--- config.mk ---
export PLATFORM = sky130hd
export DESIGN_NAME = adc_bringup_seq
export DESIGN_NICKNAME = d
export VERILOG_FILES = /design/src/rtl/adc_bringup_pkg.sv /design/src/rtl/adc_cmd_former.sv /design/src/rtl/adc_eoc_watch.sv /design/src/rtl/adc_bringup_seq.sv
export SDC_FILE = /design/constraint.sdc
export NUM_CORES = 1
export LEC_CHECK = 0
export BUFFER_PORTS_ARGS = -buffer_cell sky130_fd_sc_hd__buf_2
export CORE_AREA = 3 3 103 66
export CTS_CLUSTER_SIZE = 40
export DETAILED_ROUTE_END_ITERATION = 16
export DIE_AREA = 0 0 106 69
export GPL_TIMING_DRIVEN = 0
export SYNTH_ARGS = -nofsm -noshare
export SYNTH_HDL_FRONTEND = slang
export SYNTH_HIERARCHICAL = 1
export SYNTH_SLANG_ARGS = --single-unit
--- constraint.sdc ---
create_clock -name clk -period 3.3 [get_ports clk]
set_clock_uncertainty 0.05 [all_clocks]
set_input_delay 0 -clock clk [delete_from_list [all_inputs] [get_ports clk]]
set_output_delay 0 -clock clk [all_outputs]
set_load 0.02 [all_outputs]
--- src/rtl/adc_bringup_pkg.sv ---
package adc_bringup_pkg;

    typedef enum logic [3:0] {
        ST_IDLE,
        ST_CAL_ISSUE,
        ST_CAL_WAIT,
        ST_PRE_ISSUE,
        ST_PRE_WAIT,
        ST_EOC_WAIT,
        ST_STAT_ISSUE,
        ST_STAT_WAIT,
        ST_EVAL,
        ST_ACQ_ISSUE,
        ST_ACQ_WAIT,
        ST_DONE
    } seq_state_e;

    typedef enum logic [1:0] {
        CK_CAL,
        CK_STAT,
        CK_ACQ
    } cmd_kind_e;

    localparam logic [7:0] OP_CALIBRATE = 8'h08;
    localparam logic [7:0] OP_STATUS    = 8'h0C;
    localparam int         STAT_W       = 9;
    localparam int         BUSY_BIT     = 6;

    // Select 00 is the 10-clock default.
    function automatic logic [7:0] acq_opcode(input logic [1:0] sel);
        logic [7:0] op;
        unique case (sel)
            2'b00:   op = 8'h4E;
            2'b01:   op = 8'h0E;
            2'b10:   op = 8'h8E;
            default: op = 8'hCE;
        endcase
        return op;
    endfunction

    // Narrow variants drop the two unused mux bits of the low nibble.
    function automatic logic [7:0] narrow_remap(input logic [7:0] op);
        return (op & 8'hC0) | {op[3:0], 2'b00};
    endfunction

    function automatic logic [STAT_W-1:0] status_word(input logic [7:0] b0,
                                                      input logic [7:0] b1);
        return {b0, b1[7]};
    endfunction

endpackage

--- src/rtl/adc_cmd_former.sv ---
module adc_cmd_former
    import adc_bringup_pkg::*;
#(
    parameter bit NARROW = 1'b0
) (
    input  cmd_kind_e  kind,
    input  logic [1:0] sel,
    output logic [7:0] cmd
);

    logic [7:0] raw_op;

    always_comb begin
        unique case (kind)
            CK_CAL:  raw_op = OP_CALIBRATE;
            CK_STAT: raw_op = OP_STATUS;
            CK_ACQ:  raw_op = acq_opcode(sel);
            default: raw_op = OP_STATUS;
        endcase
    end

    generate
        if (NARROW) begin : g_narrow
            assign cmd = narrow_remap(raw_op);
        end else begin : g_wide
            assign cmd = raw_op;
        end
    endgenerate

endmodule

--- src/rtl/adc_eoc_watch.sv ---
module adc_eoc_watch #(
    parameter int TIMEOUT_CYCLES = 12_500_000,
    parameter int SYNC_STAGES    = 2,
    localparam int TW            = $clog2(TIMEOUT_CYCLES + 1)
) (
    input  logic clk,
    input  logic rst_n,
    input  logic clear,    // start accepted: forget any earlier edge
    input  logic arm,      // sequence active: edges are recorded
    input  logic wait_en,  // in the EOC wait: timer runs
    input  logic eoc_in,
    output logic seen,
    output logic expired
);

    logic [SYNC_STAGES:0] sync_chain;
    logic                 eoc_prev;
    logic                 rise;
    logic [TW-1:0]        wait_cnt;

    assign sync_chain[0] = eoc_in;

    generate
        for (genvar i = 0; i < SYNC_STAGES; i++) begin : g_sync
            always_ff @(posedge clk) begin
                if (!rst_n) sync_chain[i+1] <= 1'b0;
                else        sync_chain[i+1] <= sync_chain[i];
            end
        end
    endgenerate

    always_ff @(posedge clk) begin
        if (!rst_n) eoc_prev <= 1'b0;
        else        eoc_prev <= sync_chain[SYNC_STAGES];
    end

    assign rise = sync_chain[SYNC_STAGES] & ~eoc_prev;

    always_ff @(posedge clk) begin
        if (!rst_n || clear) seen <= 1'b0;
        else if (arm && rise) seen <= 1'b1;
    end

    always_ff @(posedge clk) begin
        if (!rst_n || !wait_en)               wait_cnt <= '0;
        else if (wait_cnt != TW'(TIMEOUT_CYCLES - 1)) wait_cnt <= wait_cnt + 1'b1;
    end

    assign expired = wait_en && (wait_cnt == TW'(TIMEOUT_CYCLES - 1));

endmodule

--- src/rtl/adc_bringup_seq.sv ---
module adc_bringup_seq
    import adc_bringup_pkg::*;
#(
    parameter bit NARROW         = 1'b0,
    parameter int TIMEOUT_CYCLES = 12_500_000,
    parameter int SYNC_STAGES    = 2
) (
    input  logic       clk,
    input  logic       rst_n,
    input  logic       start,
    input  logic [1:0] acq_sel,
    input  logic       eoc,
    output logic       xfer_req,
    output logic [7:0] xfer_cmd,
    output logic       xfer_two,
    input  logic       xfer_ack,
    input  logic [7:0] xfer_rx0,
    input  logic [7:0] xfer_rx1,
    output logic       done,
    output logic       error,
    output logic       timeout
);

    seq_state_e          state, state_nx;
    cmd_kind_e           kind;
    logic [1:0]          sel_q;
    logic [STAT_W-1:0]   stat_q;
    logic                error_q, timeout_q;
    logic                start_acc;
    logic                eoc_seen, eoc_expired;

    assign start_acc = (state == ST_IDLE) && start;

    adc_eoc_watch #(
        .TIMEOUT_CYCLES(TIMEOUT_CYCLES),
        .SYNC_STAGES   (SYNC_STAGES)
    ) u_eoc (
        .clk    (clk),
        .rst_n  (rst_n),
        .clear  (start_acc),
        .arm    (state != ST_IDLE),
        .wait_en(state == ST_EOC_WAIT),
        .eoc_in (eoc),
        .seen   (eoc_seen),
        .expired(eoc_expired)
    );

    adc_cmd_former #(.NARROW(NARROW)) u_cmd (
        .kind(kind),
        .sel (sel_q),
        .cmd (xfer_cmd)
    );

    // State register
    always_ff @(posedge clk) begin
        if (!rst_n) state <= ST_IDLE;
        else        state <= state_nx;
    end

    // Next state
    always_comb begin
        state_nx = state;
        unique case (state)
            ST_IDLE:       if (start)    state_nx = ST_CAL_ISSUE;
            ST_CAL_ISSUE:                state_nx = ST_CAL_WAIT;
            ST_CAL_WAIT:   if (xfer_ack) state_nx = ST_PRE_ISSUE;
            ST_PRE_ISSUE:                state_nx = ST_PRE_WAIT;
            ST_PRE_WAIT:   if (xfer_ack) state_nx = ST_EOC_WAIT;
            ST_EOC_WAIT:   if (eoc_seen || eoc_expired) state_nx = ST_STAT_ISSUE;
            ST_STAT_ISSUE:               state_nx = ST_STAT_WAIT;
            ST_STAT_WAIT:  if (xfer_ack) state_nx = ST_EVAL;
            ST_EVAL:       state_nx = stat_q[BUSY_BIT] ? ST_IDLE : ST_ACQ_ISSUE;
            ST_ACQ_ISSUE:                state_nx = ST_ACQ_WAIT;
            ST_ACQ_WAIT:   if (xfer_ack) state_nx = ST_DONE;
            ST_DONE:                     state_nx = ST_IDLE;
            default:                     state_nx = ST_IDLE;
        endcase
    end

    // Sequence data: select, status capture, sticky flags
    always_ff @(posedge clk) begin
        if (!rst_n) begin
            sel_q     <= 2'b00;
            stat_q    <= '0;
            error_q   <= 1'b0;
            timeout_q <= 1'b0;
        end else begin
            if (start_acc) begin
                sel_q     <= acq_sel;
                error_q   <= 1'b0;
                timeout_q <= 1'b0;
            end
            if (state == ST_EOC_WAIT && !eoc_seen && eoc_expired)
                timeout_q <= 1'b1;
            if (state == ST_STAT_WAIT && xfer_ack)
                stat_q <= status_word(xfer_rx0, xfer_rx1);
            if (state == ST_EVAL && stat_q[BUSY_BIT])
                error_q <= 1'b1;
        end
    end

    // Outputs
    always_comb begin
        xfer_req = 1'b0;
        xfer_two = 1'b0;
        kind     = CK_STAT;
        done     = 1'b0;
        unique case (state)
            ST_CAL_ISSUE:  begin xfer_req = 1'b1; kind = CK_CAL;  end
            ST_PRE_ISSUE:  begin xfer_req = 1'b1; xfer_two = 1'b1; end
            ST_STAT_ISSUE: begin xfer_req = 1'b1; xfer_two = 1'b1; end
            ST_ACQ_ISSUE:  begin xfer_req = 1'b1; kind = CK_ACQ;  end
            ST_ACQ_WAIT:   kind = CK_ACQ;
            ST_CAL_WAIT:   kind = CK_CAL;
            ST_DONE:       done = 1'b1;
            default:       ;
        endcase
    end

    assign error   = error_q;
    assign timeout = timeout_q;

endmodule

==> results of run 1 <==
sequential cells by signal (all words and copies together) (netlist names):
name and flops:
u_eoc/eoc_prev 1, sel_q 2, state 4, error 1
timeout 1, u_eoc/sync_chain 2, stat_q 1, u_eoc/wait_cnt 24
u_eoc/seen 1
cell families (layout without fill, tap and decap cells):
logic type	count (synthesis)	in the layout
AOI/OAI and AO/OA	53	53
buffers and inverters	26	54
DFF	37	37
and+or+nand+nor	104	104
xor gates and xnor gates	8	8
muxes	5	5
adders and majority gates	3	3
other	2	4
final timing paths:
path	startpoint	to	slack, ns	depth (start not counted)
hold / removal	rst_n	state[0]	0.03	3
setup reg to reg	u_eoc/wait_cnt[7]	state[0]	0.89	8
hold reg to reg	u_eoc/sync_chain[1]	u_eoc/sync_chain[2]	0.38	1
setup / recovery	u_eoc/wait_cnt[7]	state[0]	0.89	8
worst max-delay path: cells and delay by family, from the launching register on:
kind | cells | cell delay (ns)
AO/OA/AOI/OAI | 2 | 0.34
flip-flops | 1 | 0.36
multiplexers | 1 | 0.13
AND/OR/NAND/NOR | 5 | 1.42
cell usage in the layout, fill, tap and decap left out, drive strengths merged, types with 3 or more instances in the layout:
cell         instances
clkbuf               7
ha                   3
o31ai                5
nand4               10
o21ai               14
dfxtp               37
a31oi                3
nor3b                3
nand3                8
buf                 29
or3                  9
dlygate4sd3          4
xnor2                4
and4                 4
nor3                 3
nand2               16
mux2i                5
or4                  5
inv                 11
conb                 4
a32oi                3
and2                 8
nor2                20
a21oi               16
xor2                 4
routing by layer:
layer  up-vias  wire, um  global-route usage
met5         -         0                   0
met4         0        10              0.0345
met3         2       194              0.0290
met2        29      1740               0.162
met1       812      2420               0.201
li1        919         -                   -
area by class of cell:
| type | count | area (sq um) | share of cell area |
|---|---|---|---|
| Clock buffer | 5 | 68.8 | 0.0285 |
| Tap cell | 84 | 105 | 0.0435 |
| Buffer | 15 | 105 | 0.0435 |
| Sequential cell | 37 | 741 | 0.306 |
| Timing Repair Buffer | 20 | 120 | 0.0497 |
| Clock inverter | 3 | 65.1 | 0.0269 |
| Inverter | 11 | 41.3 | 0.0171 |
| Multi-Input combinational cell | 177 | 1170 | 0.485 |
timing repair:
| item | CTS | global route |
|---|---|---|
| hold buffers | 4 | 0 |
| setup buffers | 0 | 0 |
| endpoints found under the hold margin | 4 | 0 |
power by group through the flow:
stage / logic [mW] / registers, mW / clock network [mW]
2_1_floorplan: 0.230 / 0.495 / 0
3_3_place_gp: 0.296 / 0.499 / 0
3_5_place_dp: 0.294 / 0.501 / 0
4_1_cts: 0.299 / 0.490 / 0.480
5_1_grt: 0.336 / 0.494 / 0.498
6_report: 0.299 / 0.490 / 0.464
==> results_dict.tcl, run 1 <==
set metrics [dict create \
    status "completed" \
    initial_core_util 0.345 \
    worst_pin_slew_ns 0.531 \
    timing.final.ws_setup_ns 0.886 \
    cts_buffer_depth 2 \
    grt_pass1_wl_um 7620 \
    synth_area_sq_um 2050 \
    routed_wl_um 4360 \
    placedCellCount 340 \
    power.total_mw 1.25 \
    fp-row-count 22 \
    setup_tns_ns 0 \
    cts.clk_slew.worst_paths_ns 0.08 \
    ioPinCount 36 \
    synth_top_area_cell "dfxtp_1" \
    finalSetupViolCount 0 \
    critical_path.max_stage_delay_ns 0.47 \
    antenna_found_initial 0 \
    cp.arrival_ns 2.54 \
    drc 0 \
    syn_to_final_growth_pct 17.9 \
    rsz0062_at_grt "no" \
    die_area_sq_um 7310 \
    grt_max_degree 13 \
    synthTopCellsByArea "dfxtp_1 36%, a21oi_1 3.9%, nor2_1 3.7%" \
    h-tree-depth 2 \
    synth_top_family_by_area "simple AND/OR/NAND/NOR gates" \
    peakVddDrop_uv 184 \
    fin_cells 352 \
    synth_seq_cells 37 \
    synthXorXnorAreaFrac 0.0341 \
    dr.pass1.iters 4 \
    p_comb_frac 0.238 \
    internal_power_mw 0.887 \
    synth_mux_area_frac 0.0244 \
    avgSynthCellArea_sq_um 8.62 \
    cts_root_buf "clkbuf_8" \
    maxSlewViolCount 0 \
    vias_per_cell 5.01 \
    ys_seq_area_frac 0.361 \
    crit_type "reg -> reg" \
    synth.most_common_cell "dfxtp_1" \
    cap_violations 0 \
    grt_pass1_vias 1558 \
    synth.cells.most_frequent "37 x dfxtp_1, 20 x nor2_1, 16 x a21oi_1, 16 x nand2_1, 12 x o21ai_0" \
    cp.required_ns 3.42 \
    fin_nets 293 \
    synthAdderAreaFrac 0.0183 \
    p_leak_nw 0.891 \
    post_cts_resize_count 0 \
    drive_gt1_frac 0.205 \
    crit_top_cell "nor2_1" \
    syn_inst 238 \
    grt.total_usage 0.126 \
    die_w_um 106 \
    clock_sinks 37 \
    yosys_warnings 6 \
    switchingPower_mw 0.366 \
    post-place-ws_ns 0.932 \
    slowest_stage "nor4b_1" \
    fin_area_sq_um 2420 \
    p_seq_frac 0.391 \
    clk_latency_ns 0.29 \
    switching_share 0.292 \
    period_needed_ns 2.41 \
    crit_path_end_kind "flip-flop" \
    hold_path_class "in -> reg" \
    globalplace.congestion 0.782 \
    relSlewSlack 0.646 \
    synth-simple-area-share 0.324 \
    critPathLaunchType "flip-flop" \
    yosys.cell_types.count 61 \
    cts_tree "yes" \
    post-route-util 0.407 \
    port-buffer-count 16 \
    wire_per_inst_um 12.4 \
    die_h_um 69 \
    diodes 0 \
    synth_edf_count 0 \
    worstPathMaxFanout 4 \
    fill_cells 659 \
    numCtsBuffers 5 \
    ant_nets 0 \
    hold_slack_ns 0.0262 \
    synth_compound_area_frac 0.163 \
    coreArea_sq_um 5950 \
    post-route-period-util 0.732 \
    drt-initial-drc-count 90 \
    place_area_sq_um 2240 \
    path_cells "nor4b_1, nand4_1, or3_4, nor2_1, nor2_1, a32oi_1, o21ai_1, mux2i_1" \
    overflow 0 \
    power_density_nw_per_um2 518 \
    synth_ff_type "dfxtp_1" \
    p_clk_frac 0.371 \
    dp_hpwl_um 3210 \
    max_freq_mhz 414 \
    ys_async_sr_fraction 0 \
    vias 1762 \
    synth_top_area_frac 0.361 \
    hold_violations 0 \
]
No activity file was read; power rests on OpenSTA's default activity.
==> run 2: changes to the inputs <==
clock period = 2.5 ns   (was 3.3 ns; I/O delays follow)
==> run 2 against run 1 <==
  * Worst hold slack worse by 0.0056 ns
  * Worst setup slack got worse by 0.66 ns
  * Combinational power increased by 33%
  * First-iteration DRC count increased by 17%
  * Sequential power increased by 32%
  * Critical path depth is 1 higher
==> results_dict.tcl, run 2 (same netlist as run 1, synthesis figures left out) <==
set metrics [dict create \
    status "completed" \
    diodes 0 \
    clk_latency_ns 0.29 \
    placedCellCount 340 \
    crit_top_cell "nor2_1" \
    peakVddDrop_uv 243 \
    globalplace.congestion 0.782 \
    crit_type "reg -> reg" \
    post-route-period-util 0.909 \
    antenna_found_initial 0 \
    fill_cells 660 \
    finalSetupViolCount 0 \
    fin_nets 293 \
    fp-row-count 22 \
    hold_depth 3 \
    die_w_um 106 \
    power_density_nw_per_um2 682 \
    rrSetupSlack_ns 0.23 \
    cts_tree "yes" \
    ioPinCount 36 \
    hold_slack_ns 0.0205 \
    layout_common_cells "37 x dfxtp_1, 23 x buf_2, 20 x nor2_1" \
    routed_wl_um 4360 \
    cp.required_ns 2.63 \
    crit_path_end_kind "flip-flop" \
    grt_pass1_wl_um 7620 \
    grt_pass1_vias 1558 \
    hp-start "rst_n" \
    largest_reg_flops 24 \
    min_to "state[0]" \
    cap_violations 0 \
    rsz0062_at_grt "no" \
    path_cells "buf_2, and4bb_2, nand4_1, or3_4, nor2_1, nor2_1, a32oi_2, o21ai_1, mux2i_1" \
    rr_worst_depth 9 \
    overflow 0 \
    die_area_sq_um 7310 \
    slowest_stage "or3_4" \
    clock_sinks 37 \
    drt-initial-drc-count 105 \
    cp.arrival_ns 2.40 \
    r2r_end "state[0]" \
    critPathLaunchType "flip-flop" \
    max_freq_mhz 440 \
    cts_root_buf "clkbuf_8" \
    dp_hpwl_um 3210 \
    vias 1763 \
    multi_input_area_sq_um 1190 \
    port-buffer-count 16 \
    numCtsBuffers 5 \
    layout_commonest_cell "dfxtp_1" \
    coreArea_sq_um 5950 \
    grt_max_degree 13 \
    worstPathMaxFanout 10 \
    worst_pin_slew_ns 0.514 \
    wire_per_inst_um 12.4 \
    drc 0 \
    period_needed_ns 2.27 \
    die_h_um 69 \
    relSlewSlack 0.657 \
    p_leak_nw 0.894 \
    setup_tns_ns 0 \
    h-tree-depth 2 \
    cts.clk_slew.worst_paths_ns 0.07 \
    syn_to_final_growth_pct 18.5 \
    maxSlewViolCount 0 \
    ant_nets 0 \
    initial_core_util 0.345 \
    hold_violations 0 \
    vias_per_cell 5.01 \
    largest-register "u_eoc/wait_cnt" \
    ff_latch_area_sq_um 741 \
    dr.pass1.iters 4 \
    cts_buffer_depth 2 \
    drive_gt1_frac 0.213 \
    critical_path.max_stage_delay_ns 0.45 \
    r2r-start "u_eoc/wait_cnt[4]" \
    grt.total_usage 0.126 \
    largestRegisters "u_eoc/wait_cnt x24, state x4" \
    fin_cells 352 \
    hold_path_class "in -> reg" \
    power.total_mw 1.66 \
]
run 2: worst max-delay path, delay by kind of cell (launching register included):
family          cells  cell delay (ns)
buf+inv             1             0.19
mux                 1             0.13
simple gates        5             1.13
compound gates      2             0.33
flops               1             0.33
run 2: how the worst max path moves through the flow:
stage	endpoint	cells past startpoint	slack, ns	from
final	state[0]	9	0.23	u_eoc/wait_cnt[4]
after global routing	state[0]	9	0.003	u_eoc/wait_cnt[4]
after CTS	state[0]	8	0.10	u_eoc/wait_cnt[7]
after detailed placement	state[0]	8	0.13	u_eoc/wait_cnt[7]
after global placement	state[0]	8	0.18	u_eoc/wait_cnt[7]
after floorplan	state[0]	8	0.48	u_eoc/wait_cnt[7]
run 2: stage by stage:
step,util,setup WS [ns],area [sq um]
2_1_floorplan,-,0.484,2060
3_3_place_gp,0.378,0.184,2240
3_5_place_dp,0.378,0.132,2240
4_1_cts,0.407,0.103,2420
5_1_grt,0.409,0.00322,2430
6_report,0.409,0.227,2430
run 2: repair_timing:
item,4_1_cts,5_1_grt
hold endpoints to repair,4,0
gates resized for setup,0,2
hold buffers,4,0
setup endpoints to repair,0,3
setup buffers,0,0
run 2: layout make-up:
class,count,share of cell area
clock inverters,3,0.0267
flip-flops and latches,37,0.305
repair buffers,20,0.0494
plain buffers,15,0.0432
well taps,84,0.0432
inverters,11,0.0170
clock buffers,5,0.0283
multi-input cells,177,0.488
run 2: where the power goes:
group	switching [mW]	internal, mW
logic	0.240	0.158
clock network	0.218	0.396
registers	0.0287	0.618
total	0.486	1.17
run 2: metal layers:
layer / vias up / routed length [um] / track usage
met4: 0 / 37 / 0.0345
met1: 800 / 2400 / 0.201
met2: 38 / 1720 / 0.162
met3: 5 / 197 / 0.0290
met5: - / 0 / 0
li1: 920 / - / -
==> run 3: changes to the inputs <==
CORE_AREA = 2 2 102 65   (was 3 3 103 66)
DIE_AREA = 0 0 104 67   (was 0 0 106 69)
GPL_TIMING_DRIVEN = unset   (was 0)
==> run 3 against run 2 <==
  * Register-to-register slack better by 0.08 ns
  * Final area down 2.9%
  * Die area down 4.7%
  * Core utilization down 1.2 points
  * Via count down 0.96%
  * Cell count down 2.0%
  * Clock power down 13%
  * Non-clock buffer count down 7
  * Worst setup slack better by 0.080 ns
  * Sequential cell count unchanged
  * Combinational power up 1%
==> results_dict.tcl, run 3 (same netlist as run 1, synthesis figures left out) <==
set metrics [dict create \
    crit_buf_inv 0 \
    clk_latency_ns 0.29 \
    drc 0 \
    cts_buffer_depth 2 \
    crit_top_cell "nor2_1" \
    crit_path_end_kind "flip-flop" \
    layout_commonest_cell "dfxtp_1" \
    slowest_stage "or3_4" \
    die_w_um 104 \
    drt-initial-drc-count 146 \
    critical_path.max_stage_delay_ns 0.45 \
    largest_reg_flops 24 \
    diodes 0 \
    globalplace.congestion 0.832 \
    grt_pass1_vias 1493 \
    fin_cells 345 \
    coreArea_sq_um 5950 \
    cts_tree "yes" \
    grt.total_usage 0.129 \
    cp.required_ns 2.62 \
    fp-row-count 22 \
    worstPathMaxFanout 4 \
    ant_nets 0 \
    grt_max_degree 16 \
    cp.arrival_ns 2.32 \
    ff_latch_area_sq_um 741 \
    critPathLaunchType "flip-flop" \
    peakVddDrop_uv 259 \
    layout_common_cells "37 x dfxtp_1, 20 x nor2_1, 16 x nand2_1, 16 x a21oi_1, 16 x buf_2" \
    path_cells "nor4b_2, nand4_1, or3_4, nor2_1, nor2_1, a32oi_1, o21ai_1, mux2i_1" \
    dr.pass1.iters 6 \
    cp_top_family "simple AND/OR/NAND/NOR gates" \
    period_needed_ns 2.19 \
    hold_slack_ns 0.0181 \
    rsz0062_at_grt "no" \
    largestRegisters "u_eoc/wait_cnt x24, state x4" \
    power.total_mw 1.58 \
    cp.depth 8 \
    cts.clk_slew.worst_paths_ns 0.07 \
    dp_hpwl_um 2990 \
    status "completed" \
    vias 1746 \
    die_area_sq_um 6970 \
    finalSetupViolCount 0 \
    placedCellCount 333 \
    vias_per_cell 5.06 \
    rr_worst_depth 8 \
    crit_type "reg -> reg" \
    max_freq_mhz 456 \
    routed_wl_um 4140 \
    syn_to_final_growth_pct 15.1 \
    p_leak_nw 0.848 \
    cts_root_buf "clkbuf_8" \
    fin_nets 286 \
    grt_pass1_wl_um 7170 \
    numCtsBuffers 5 \
    post-route-period-util 0.877 \
    setup_tns_ns 0 \
    die_h_um 67 \
    place_area_sq_um 2200 \
    antenna_found_initial 0 \
    fin_area_sq_um 2360 \
    ioPinCount 36 \
    hold_depth 3 \
    initial_core_util 0.345 \
    cap_violations 0 \
    hold_violations 0 \
    wire_per_inst_um 12.0 \
    h-tree-depth 2 \
    fill_cells 617 \
    power_density_nw_per_um2 667 \
    multi_input_area_sq_um 1180 \
    overflow 0 \
    port-buffer-count 16 \
    maxSlewViolCount 0 \
    clock_sinks 37 \
    drive_gt1_frac 0.188 \
    hold_path_class "in -> reg" \
    largest-register "u_eoc/wait_cnt" \
]
==> run 3: cell types whose count changed in the layout (fill, tap and decap cells not counted) <==
cell,previous run,this run
a32oi_1,2,3
a32oi_2,1,0
buf_2,23,16
buf_4,4,8
buf_6,2,0
bufinv_16,2,1
clkinv_2,1,0
==> run 3: final timing paths <==
check                                    startpoint                   to  slack [ns]
worst max register to register    u_eoc/wait_cnt[7]             state[0]        0.31
worst max-delay path              u_eoc/wait_cnt[7]             state[0]        0.31
worst min-delay path                          rst_n             state[0]        0.02
worst min register to register  u_eoc/sync_chain[1]  u_eoc/sync_chain[2]        0.39
==> run 3: per-stage QoR <==
step            util  setup slack, ns
3_5_place_dp   0.370            0.248
3_3_place_gp   0.370            0.260
2_1_floorplan      -            0.484
4_1_cts        0.396            0.224
5_1_grt        0.397            0.137
6_report       0.397            0.307
==> run 3: layout make-up <==
cell class / instances / share of cell area
tap: 84 / 0.0445
timing repair buffer: 28 / 0.0763
clock inverter: 1 / 0.0127
clock buffer: 7 / 0.0365
inverter: 11 / 0.0175
multi-input combinational: 177 / 0.499
sequential: 37 / 0.314
==> run 3: worst min-delay path: cells and delay by family <==
| family | cells | cell delay (ns) |
|---|---|---|
| buffers and inverters | 1 | 0.16 |
| and+or+nand+nor | 1 | 0.08 |
| muxes | 1 | 0.06 |
==> run 3: power breakdown <==
part | switching (mW) | internal, mW
logic | 0.243 | 0.158
clock network | 0.209 | 0.325
registers | 0.0235 | 0.617
==> run 3: metal layers <==
metal / part of all wire / GRT usage / routed length, um / vias up
met5: 0 / 0 / 0 / -
met4: 0.011 / 0.0405 / 47 / 0
met3: 0.061 / 0.0294 / 254 / 7
met2: 0.37 / 0.178 / 1550 / 45
met1: 0.55 / 0.194 / 2290 / 791
li1: - / - / - / 903
==> run 3: timing repair <==
action                     CTS  global route
hold buffers                 4             0
setup endpoints to repair    0             1
buffers inserted             0             0
resized for setup            0             1
hold endpoints to repair     4             0
